### src/rtl/rstk_pkg.sv
// Shared definitions for the return-address stack.
// Assumes a single operation per cycle as decoded by rstk_opdec.
package rstk_pkg;

    // Operation applied to every entry in one cycle
    typedef enum logic [1:0] {
        OP_HOLD = 2'd0,  // keep contents
        OP_SHDN = 2'd1,  // push: move down, new value on top
        OP_SHUP = 2'd2,  // pop: move up, fill at bottom
        OP_REPL = 2'd3   // replace top only
    } rstk_op_e;

endpackage

### src/rtl/rstk_opdec.sv
// Request decoder: turns the push / pop / top-write strobes into one array
// operation. Push together with pop gives a top replace. Push or pop wins
// over a top write. Purely combinational.
module rstk_opdec
    import rstk_pkg::*;
(
    input  logic     push,
    input  logic     pop,
    input  logic     wr_top,
    output rstk_op_e op
);

    // Pick the operation by priority
    always_comb begin
        if (push && pop)  op = OP_REPL;
        else if (push)    op = OP_SHDN;
        else if (pop)     op = OP_SHUP;
        else if (wr_top)  op = OP_REPL;
        else              op = OP_HOLD;
    end

endmodule

### src/rtl/rstk_cell.sv
// One stack entry. It loads its upper neighbour on a push and its lower
// neighbour on a pop. The top cell takes `above` (the operand) on a
// replace. Assumes the parent wires the operand to `above` of cell 0 and
// the fill value to `below` of the last cell.
module rstk_cell
    import rstk_pkg::*;
#(
    parameter int          W      = 16,
    parameter logic [W-1:0] FILL  = '1,
    parameter bit          IS_TOP = 1'b0
) (
    input  logic         clk,
    input  logic         rst_n,
    input  rstk_op_e     op,
    input  logic [W-1:0] above,
    input  logic [W-1:0] below,
    output logic [W-1:0] q
);

    // Entry register with fill on reset
    always_ff @(posedge clk) begin
        if (!rst_n) begin
            q <= FILL;
        end else begin
            case (op)
                OP_SHDN: q <= above;
                OP_SHUP: q <= below;
                OP_REPL: if (IS_TOP) q <= above;
                default: q <= q;
            endcase
        end
    end

endmodule

### src/rtl/rstk_popreg.sv
// Pop capture: registers the top entry and a one-cycle valid strobe on
// each pop. Assumes `top` is the pre-edge top entry.
module rstk_popreg #(
    parameter int W = 16
) (
    input  logic         clk,
    input  logic         rst_n,
    input  logic         pop_req,
    input  logic [W-1:0] top,
    output logic [W-1:0] pop_data,
    output logic         pop_valid
);

    // Capture the popped word and raise the strobe
    always_ff @(posedge clk) begin
        if (!rst_n) begin
            pop_data  <= '0;
            pop_valid <= 1'b0;
        end else begin
            pop_valid <= pop_req;
            if (pop_req) pop_data <= top;
        end
    end


    no_pop_quiet_chk: assert property (@(posedge clk) disable iff (!rst_n)
        !pop_req |=> !pop_valid);

endmodule

### src/rtl/rstk_top.sv
// Return-address stack built from shifting entries, with no pointer.
// Position 0 is the top. A pop fills the bottom with FILL, and a push past
// the depth drops the oldest entry. Reset is synchronous and active low.
module rstk_top
    import rstk_pkg::*;
#(
    parameter int           W     = 16,
    parameter int           DEPTH = 16,
    parameter logic [W-1:0] FILL  = '1
) (
    input  logic               clk,
    input  logic               rst_n,
    input  logic               push_i,
    input  logic               pop_i,
    input  logic               wr_top_i,
    input  logic [W-1:0]       data_i,
    output logic [W-1:0]       top_o,
    output logic [W-1:0]       pop_data_o,
    output logic               pop_valid_o,
    output logic [DEPTH*W-1:0] entries_o
);

    localparam int LAST = DEPTH - 1;

    rstk_op_e     op;
    logic [W-1:0] ent [DEPTH];

    rstk_opdec u_dec (
        .push   (push_i),
        .pop    (pop_i),
        .wr_top (wr_top_i),
        .op     (op)
    );

    for (genvar i = 0; i < DEPTH; i++) begin : g_cell
        logic [W-1:0] from_above;
        logic [W-1:0] from_below;

        if (i == 0) begin : g_first
            assign from_above = data_i;
        end else begin : g_mid_a
            assign from_above = ent[i-1];
        end

        if (i == LAST) begin : g_last
            assign from_below = FILL;
        end else begin : g_mid_b
            assign from_below = ent[i+1];
        end

        rstk_cell #(
            .W      (W),
            .FILL   (FILL),
            .IS_TOP (i == 0)
        ) u_cell (
            .clk   (clk),
            .rst_n (rst_n),
            .op    (op),
            .above (from_above),
            .below (from_below),
            .q     (ent[i])
        );

        assign entries_o[i*W +: W] = ent[i];
    end

    assign top_o = ent[0];

    rstk_popreg #(.W(W)) u_pop (
        .clk       (clk),
        .rst_n     (rst_n),
        .pop_req   (pop_i),
        .top       (ent[0]),
        .pop_data  (pop_data_o),
        .pop_valid (pop_valid_o)
    );


    push_top_chk: assert property (@(posedge clk) disable iff (!rst_n)
        (push_i && !pop_i) |=> (top_o == $past(data_i)));


    pop_fill_chk: assert property (@(posedge clk) disable iff (!rst_n)
        (pop_i && !push_i) |=> (entries_o[LAST*W +: W] == FILL));


    pop_word_chk: assert property (@(posedge clk) disable iff (!rst_n)
        pop_i |=> (pop_valid_o && pop_data_o == $past(top_o)));


    wr_keep_chk: assert property (@(posedge clk) disable iff (!rst_n)
        (wr_top_i && !push_i && !pop_i) |=>
            (entries_o[DEPTH*W-1:W] == $past(entries_o[DEPTH*W-1:W])
             && top_o == $past(data_i)));


    idle_hold_chk: assert property (@(posedge clk) disable iff (!rst_n)
        (!push_i && !pop_i && !wr_top_i) |=> $stable(entries_o));

endmodule

### config.mk
export PLATFORM = sky130hd
export DESIGN_NAME = rstk_top
export DESIGN_NICKNAME = d
export VERILOG_FILES = /design/src/rtl/rstk_pkg.sv /design/src/rtl/rstk_opdec.sv /design/src/rtl/rstk_cell.sv /design/src/rtl/rstk_popreg.sv /design/src/rtl/rstk_top.sv
export SDC_FILE = /design/constraint.sdc
export NUM_CORES = 1
export LEC_CHECK = 0
export ABC_AREA = 1
export BUFFER_PORTS_ARGS = -buffer_cell sky130_fd_sc_hd__buf_4
export CORE_MARGIN = 4
export CORE_UTILIZATION = 58
export DETAILED_ROUTE_END_ITERATION = 8
export HOLD_SLACK_MARGIN = 0.12
export PLACE_DENSITY = 0.86
export SYNTH_ARGS = -nofsm -noshare
export SYNTH_HDL_FRONTEND = slang
export SYNTH_SLANG_ARGS = --single-unit
### constraint.sdc
create_clock -name clk -period 3.4 [get_ports clk]
set_input_delay 0.51 -clock clk [delete_from_list [all_inputs] [get_ports clk]]
set_output_delay 0.51 -clock clk [all_outputs]
set_load 0.005 [all_outputs]
==> results of run 1 <==
==> per-stage QoR <==
stage                     total power (uW)  util (%)
after floorplan                       5110         -
after detailed placement              6030      68.2
after global routing                  9480      72.6
after global placement                5960      68.2
after CTS                             9070      72.6
final                                 9050      72.6
==> cells by family after synthesis <==
| kind of cell | count (synthesis) | synth area share, % |
|---|---|---|
| AOI/OAI and AO/OA | 737 | 31.8 |
| buffers and inverters | 328 | 13.9 |
| and+or+nand+nor | 323 | 10.2 |
| DFF | 273 | 43.8 |
| adders and majority gates | 3 | 0.301 |
==> worst paths after layout <==
path | start | end | slack [ns] | depth (start not counted)
min | data_i[4] | g_cell[0].u_cell.q[4] | 0.27 | 5
min reg2reg | g_cell[12].u_cell.q[4] | g_cell[12].u_cell.q[4] | 0.50 | 2
max reg2reg | g_cell[14].u_cell.q[12] | g_cell[13].u_cell.q[12] | 2.46 | 3
max | pop_i | g_cell[13].u_cell.q[14] | 1.01 | 10
==> power by group through the flow <==
stage / Clock (uW) / Sequential (uW) / Combinational, uW
floorplan: 0 / 3970 / 1140
global placement: 0 / 4050 / 1910
detailed placement: 0 / 4060 / 1970
CTS: 3100 / 4000 / 1980
global route: 3240 / 4050 / 2190
finish: 3060 / 4010 / 1980
==> layout make-up <==
class	instances	share of cell area, %
Sequential cell	273	35.7
Multi-Input combinational cell	1063	34.6
Timing Repair Buffer	330	17.3
Clock buffer	42	5.45
Inverter	168	4.17
Tap cell	275	2.25
Clock inverter	6	0.523
==> state kept, by name, indices dropped and copies added (netlist names) <==
signal / flops
u_pop.pop_valid: 1
g_cell.u_cell.q: 256
u_pop.pop_data: 16
==> layout by cell type (no fill, tap or decap) <==
cell type / n
o21ai_0: 276
ha_4: 2
buf_12: 13
nand2_4: 2
dfxtp_1: 273
clkbuf_16: 29
nor2_1: 32
clkbuf_1: 7
clkinv_2: 4
o21a_1: 96
clkinv_1: 1
inv_1: 165
buf_4: 317
ha_1: 1
o21ai_1: 108
nand2_1: 257
inv_2: 1
a21oi_1: 241
clkbuf_8: 6
nand3_1: 32
o211ai_1: 16
inv_8: 1
bufinv_16: 2
==> worst min-delay path, stage by stage <==
cell     delay [ns]
buf_4          0.08
inv_1          0.03
nand2_1        0.05
nand3_1        0.06
nand2_1        0.05
==> per-layer routing <==
layer / vias up / GRT usage [%] / share of wire (%) / routed length (um)
li1: 5933 / - / - / -
met1: 5556 / 36.8 / 40 / 14800
met2: 529 / 48.1 / 47 / 17400
met3: 80 / 6.86 / 9.1 / 3350
met4: 0 / 8.70 / 3.2 / 1170
met5: - / 0 / 0 / 0
==> impl_metrics.yaml, run 1 <==
status:
  status: "complete, no violations"
route:
  vias_per_cell: 5.61
  wl_mm: 36.8
  routedWlPerCell_um: 17.0
  drt_iter0_markers: 979
  ant_nets: 0
  via_count: 12100
  drt_pre_antenna_iters: 6
  drc_errors: 0
sta:
  clock_skew_ns: 0.00813
  grt_setup_unrepaired: "no"
  tightest_slew_ns: 0.871
  period_share_pct: 70.4
  setup_tns_ns: 0
  fmax_mhz: 418
  layout_setup_ws_ns: 1.01
  max_slew_margin_pct: 41.9
  period_minus_slack_ns: 2.39
  hold_viol_final: 0
  drv_slew: 0
  hold_ws_ns: 0.273
  finalSetupViolations: 0
critical_path:
  cp_slowest_cell: "ha_4"
  crit_chain: "buf_4 > inv_2 > nand2_4 > nand2_4 > inv_1 > ha_4 > buf_4 > nand2_1 > o21a_1 > o21ai_0"
  cp.required_ns: 3.85
  worst-path-buf-inv: 4
  worstPathMaxFanout: 55
  crit_type: "in2reg"
  crit_arrival_ns: 2.84
  max_stage_delay_ns: 0.63
  start_kind: "primary input"
  crit_family: "buffers and inverters"
  cp-end-kind: "flip-flop"
power:
  pwr-share-clk_pct: 33.8
  leakagePower_uw: 0.00718
  p_int_uw: 6370
  p_seq_share_pct: 44.3
  combPwrFrac_pct: 21.9
  p_switching_uw: 2680
  powerDensity_nw_per_um2: 591
  ir_drop_v: 0.000481
  sw_frac_of_total_pct: 29.6
logic_synthesis:
  syn-num-nets: 1688
  synth_area_leader_cell: "dfxtp_1"
  synth_top_area_share_pct: 43.8
  synth-seq-area-share_pct: 43.8
  synth_most_common_cell: "o21ai_0"
  syn_inst: 1664
  ys_top_cells_by_area: "dfxtp_1, o21ai_0, a21oi_1"
  synth_top_flop_cell: "dfxtp_1"
  synth_common_cells: "o21ai_0, dfxtp_1, nand2_1"
  synth_edf_count: 0
  synth_area_um2: 12500
  avgSynthCellArea_um2: 7.50
  synth-seq-cells: 273
  synth_async_sr_flop_share_pct: 0
  ys_types: 20
  yosys_warnings: 0
clock_network:
  post_cts_resized: 0
  clock_sinks: 273
  htreeDepth: 1
  cts_setup_buffers: 0
  clock-root-buffer: "clkbuf_16"
  cts_hold_buf: 0
  cts_tree: "done"
  clk_path_buf_depth: 3
  clk_pin_slew_ns: 0.06
  numCtsBuffers: 29
  worstSkewPairLatency_ns: 0.53
final_layout:
  instances_no_fill: 2157
  multi_input_area_um2: 5300
  diodes: 0
  register_area_um2: 5470
  post-route-cell-area_um2: 15300
  drive_above_1_share_pct: 20.0
  area_growth_pct: 22.6
  nFillCells: 1673
  fin_nets: 1889
global_route:
  grt_start_max_net_pins: 145
  grt_overflow: 0
  grt_pass1_vias: 10800
  grtUsageTotal_pct: 28.7
  antenna_found_initial: 0
  grt_pass1_wl_mm: 56.9
floorplan:
  die_height_um: 155
  initial_utilization_pct: 59.2
  dieArea_um2: 23900
  pin_count: 310
  fp.dieW_um: 155
  core_area_um2: 21100
  num_rows: 53
placed_design:
  port_buffers: 309
  dp.cells: 2109
  dpl_cell_area_um2: 14400
  dpl_worst_slack_ns: 0.537
  hpwl_mm: 25.8
  place.gp.congestion: 0.946
job:
  maxCapViolations: 0
worst_hold_path:
  hold_path_class: "in2reg"
No activity file was read; power rests on OpenSTA's default activity.
==> run 2: changes to the inputs <==
- CORE_UTILIZATION: 58 -> 48
- PLACE_DENSITY: 0.86 -> 0.76
- clock period: 3.4 -> 2.05 ns (I/O delays scaled with it)
==> run 2 against run 1 <==
Net effect:
- routed wire length up 9.2%
- cell count increased by 4.2%
- hold slack worse by 0.017 ns
- final area increased by 3.5%
- critical path type unchanged
- die area rose by 20%
- critical path depth increased by 2
- sequential power up 66%
- register-to-register slack got worse by 1.3 ns
- clock skew is 0.0020 ns higher
==> impl_metrics.yaml, run 2 (synthesis gave the netlist of run 1 again) <==
status:
  status: "complete, no violations"
placed_design:
  port_buffers: 309
  place.gp.congestion: 0.912
  hpwl_mm: 27.4
clock_network:
  clock_sinks: 273
  clk_pin_slew_ns: 0.06
  clk_path_buf_depth: 3
  htreeDepth: 1
  cts_tree: "done"
  numCtsBuffers: 30
  worstSkewPairLatency_ns: 0.55
  cts_setup_buffers: 0
  clock-root-buffer: "clkbuf_16"
final_layout:
  nFillCells: 2272
  final_common_cell: "buf_4"
  fin_nets: 1923
  largest_register: "g_cell.u_cell.q"
  layout_common_cells: "buf_4, o21ai_0, dfxtp_1, nand2_1, a21oi_1"
  largest_registers: "g_cell.u_cell.q: 256 flops, u_pop.pop_data: 16 flops, u_pop.pop_valid: 1 flops"
  largest_register_ffs: 256
  drive_above_1_share_pct: 20.8
  diodes: 0
  area_growth_pct: 26.9
  utilization_pct: 62.4
sta:
  finalSetupViolations: 0
  clock_skew_ns: 0.0101
  grt_setup_unrepaired: "no"
  fmax_mhz: 516
  max_slew_margin_pct: 64.2
  drv_slew: 0
  hold_viol_final: 0
  tightest_slew_ns: 0.537
  period_minus_slack_ns: 1.94
  period_share_pct: 94.6
  setup_tns_ns: 0
route:
  via_count: 12300
  wl_mm: 40.1
  drt_pre_antenna_iters: 5
  ant_nets: 0
  drt_iter0_markers: 1253
  drc_errors: 0
  vias_per_cell: 5.49
  routedWlPerCell_um: 17.9
floorplan:
  pin_count: 310
  num_rows: 58
  dieArea_um2: 28600
  die_height_um: 169
  initial_utilization_pct: 49.1
  fp.dieW_um: 169
  core_area_um2: 25400
critical_path:
  worstPathMaxFanout: 40
  start_kind: "primary input"
  cp.required_ns: 2.51
  crit_type: "in2reg"
  cp-end-kind: "flip-flop"
  crit_arrival_ns: 2.40
power:
  pwr-share-clk_pct: 34.9
  p_switching_uw: 4680
  sw_frac_of_total_pct: 30.2
  combPwrFrac_pct: 22.1
  powerDensity_nw_per_um2: 979
  leakagePower_uw: 0.00740
  ir_drop_v: 0.000677
  p_seq_share_pct: 43.0
  power.total_uw: 15500
  p_int_uw: 10800
global_route:
  antenna_found_initial: 0
  grt_overflow: 0
  grt_pass1_vias: 11200
  grtUsageTotal_pct: 25.8
  grt_pass1_wl_mm: 60.8
  grt_start_max_net_pins: 205
worst_hold_path:
  hold_path_class: "in2reg"
job:
  maxCapViolations: 0
run 2: cell count changes in the layout (fill, tap and decap cells not counted), moves of 2 or more:
cell           delta
clkbuf_16         +3
dlygate4sd3_1    +17
clkbuf_8          -2
clkbuf_1          -3
clkinvlp_4        +2
buf_12            +3
buf_4             +9
buf_16            +2
run 2: power by group through the flow:
stage | Combinational (uW) | Sequential, uW | Clock (uW)
3_3_place_gp | 3270 | 6760 | 0
2_1_floorplan | 1890 | 6590 | 0
5_1_grt | 3810 | 6750 | 5710
6_report | 3430 | 6670 | 5410
4_1_cts | 3400 | 6660 | 5490
3_5_place_dp | 3360 | 6770 | 0
run 2: area by class of cell:
type	count	area, um2	share of cell area (%)
sequential	273	5470	34.5
multi-input combinational	1063	5300	33.5
timing repair buffer	363	3040	19.2
clock buffer	38	821	5.18
inverter	168	639	4.04
tap	330	413	2.61
clock inverter	12	159	1.00
run 2: final timing paths:
check	from	endpoint	slack, ns	depth (start not counted)
min	rst_n	g_cell[14].u_cell.q[3]	0.26	4
max	pop_i	g_cell[3].u_cell.q[5]	0.11	12
max reg2reg	g_cell[2].u_cell.q[5]	g_cell[3].u_cell.q[5]	1.15	3
min reg2reg	g_cell[7].u_cell.q[1]	g_cell[7].u_cell.q[1]	0.50	2
run 2: repair_timing:
item | in CTS | in global routing
setup endpoints to repair | 0 | 147
hold endpoints to repair | 21 | 0
hold buffers | 17 | 0
gates resized for setup | 0 | 2
run 2: stage by stage:
step / hold slack [ns] / area, um2 / setup slack, ns / cells
floorplan: 0.485 / 12500 / 0.00687 / 1664
global placement: 0.477 / 14600 / 0.0167 / 2178
detailed placement: 0.489 / 14600 / -0.0371 / 2178
CTS: 0.248 / 15800 / 0.0415 / 2245
global route: 0.269 / 15800 / 0.0165 / 2247
finish: 0.256 / 15800 / 0.111 / 2247
run 2: critical path, cell delays in order:
cell and delay [ns]:
dlygate4sd3_1 0.56, buf_4 0.18, inv_2 0.07, nand2_4 0.05, nand2_4 0.05, inv_1 0.07
buf_4 0.15, ha_4 0.31, buf_12 0.23, buf_4 0.24, a21oi_1 0.08, o21ai_0 0.09
run 2: metal layers:
metal | GRT usage (%) | up-vias | wire (um)
li1 | - | 5992 | -
met1 | 33.4 | 5703 | 16300
met2 | 42.8 | 560 | 18900
met3 | 5.94 | 75 | 3740
met4 | 8.05 | 0 | 1150
met5 | 0 | - | 0
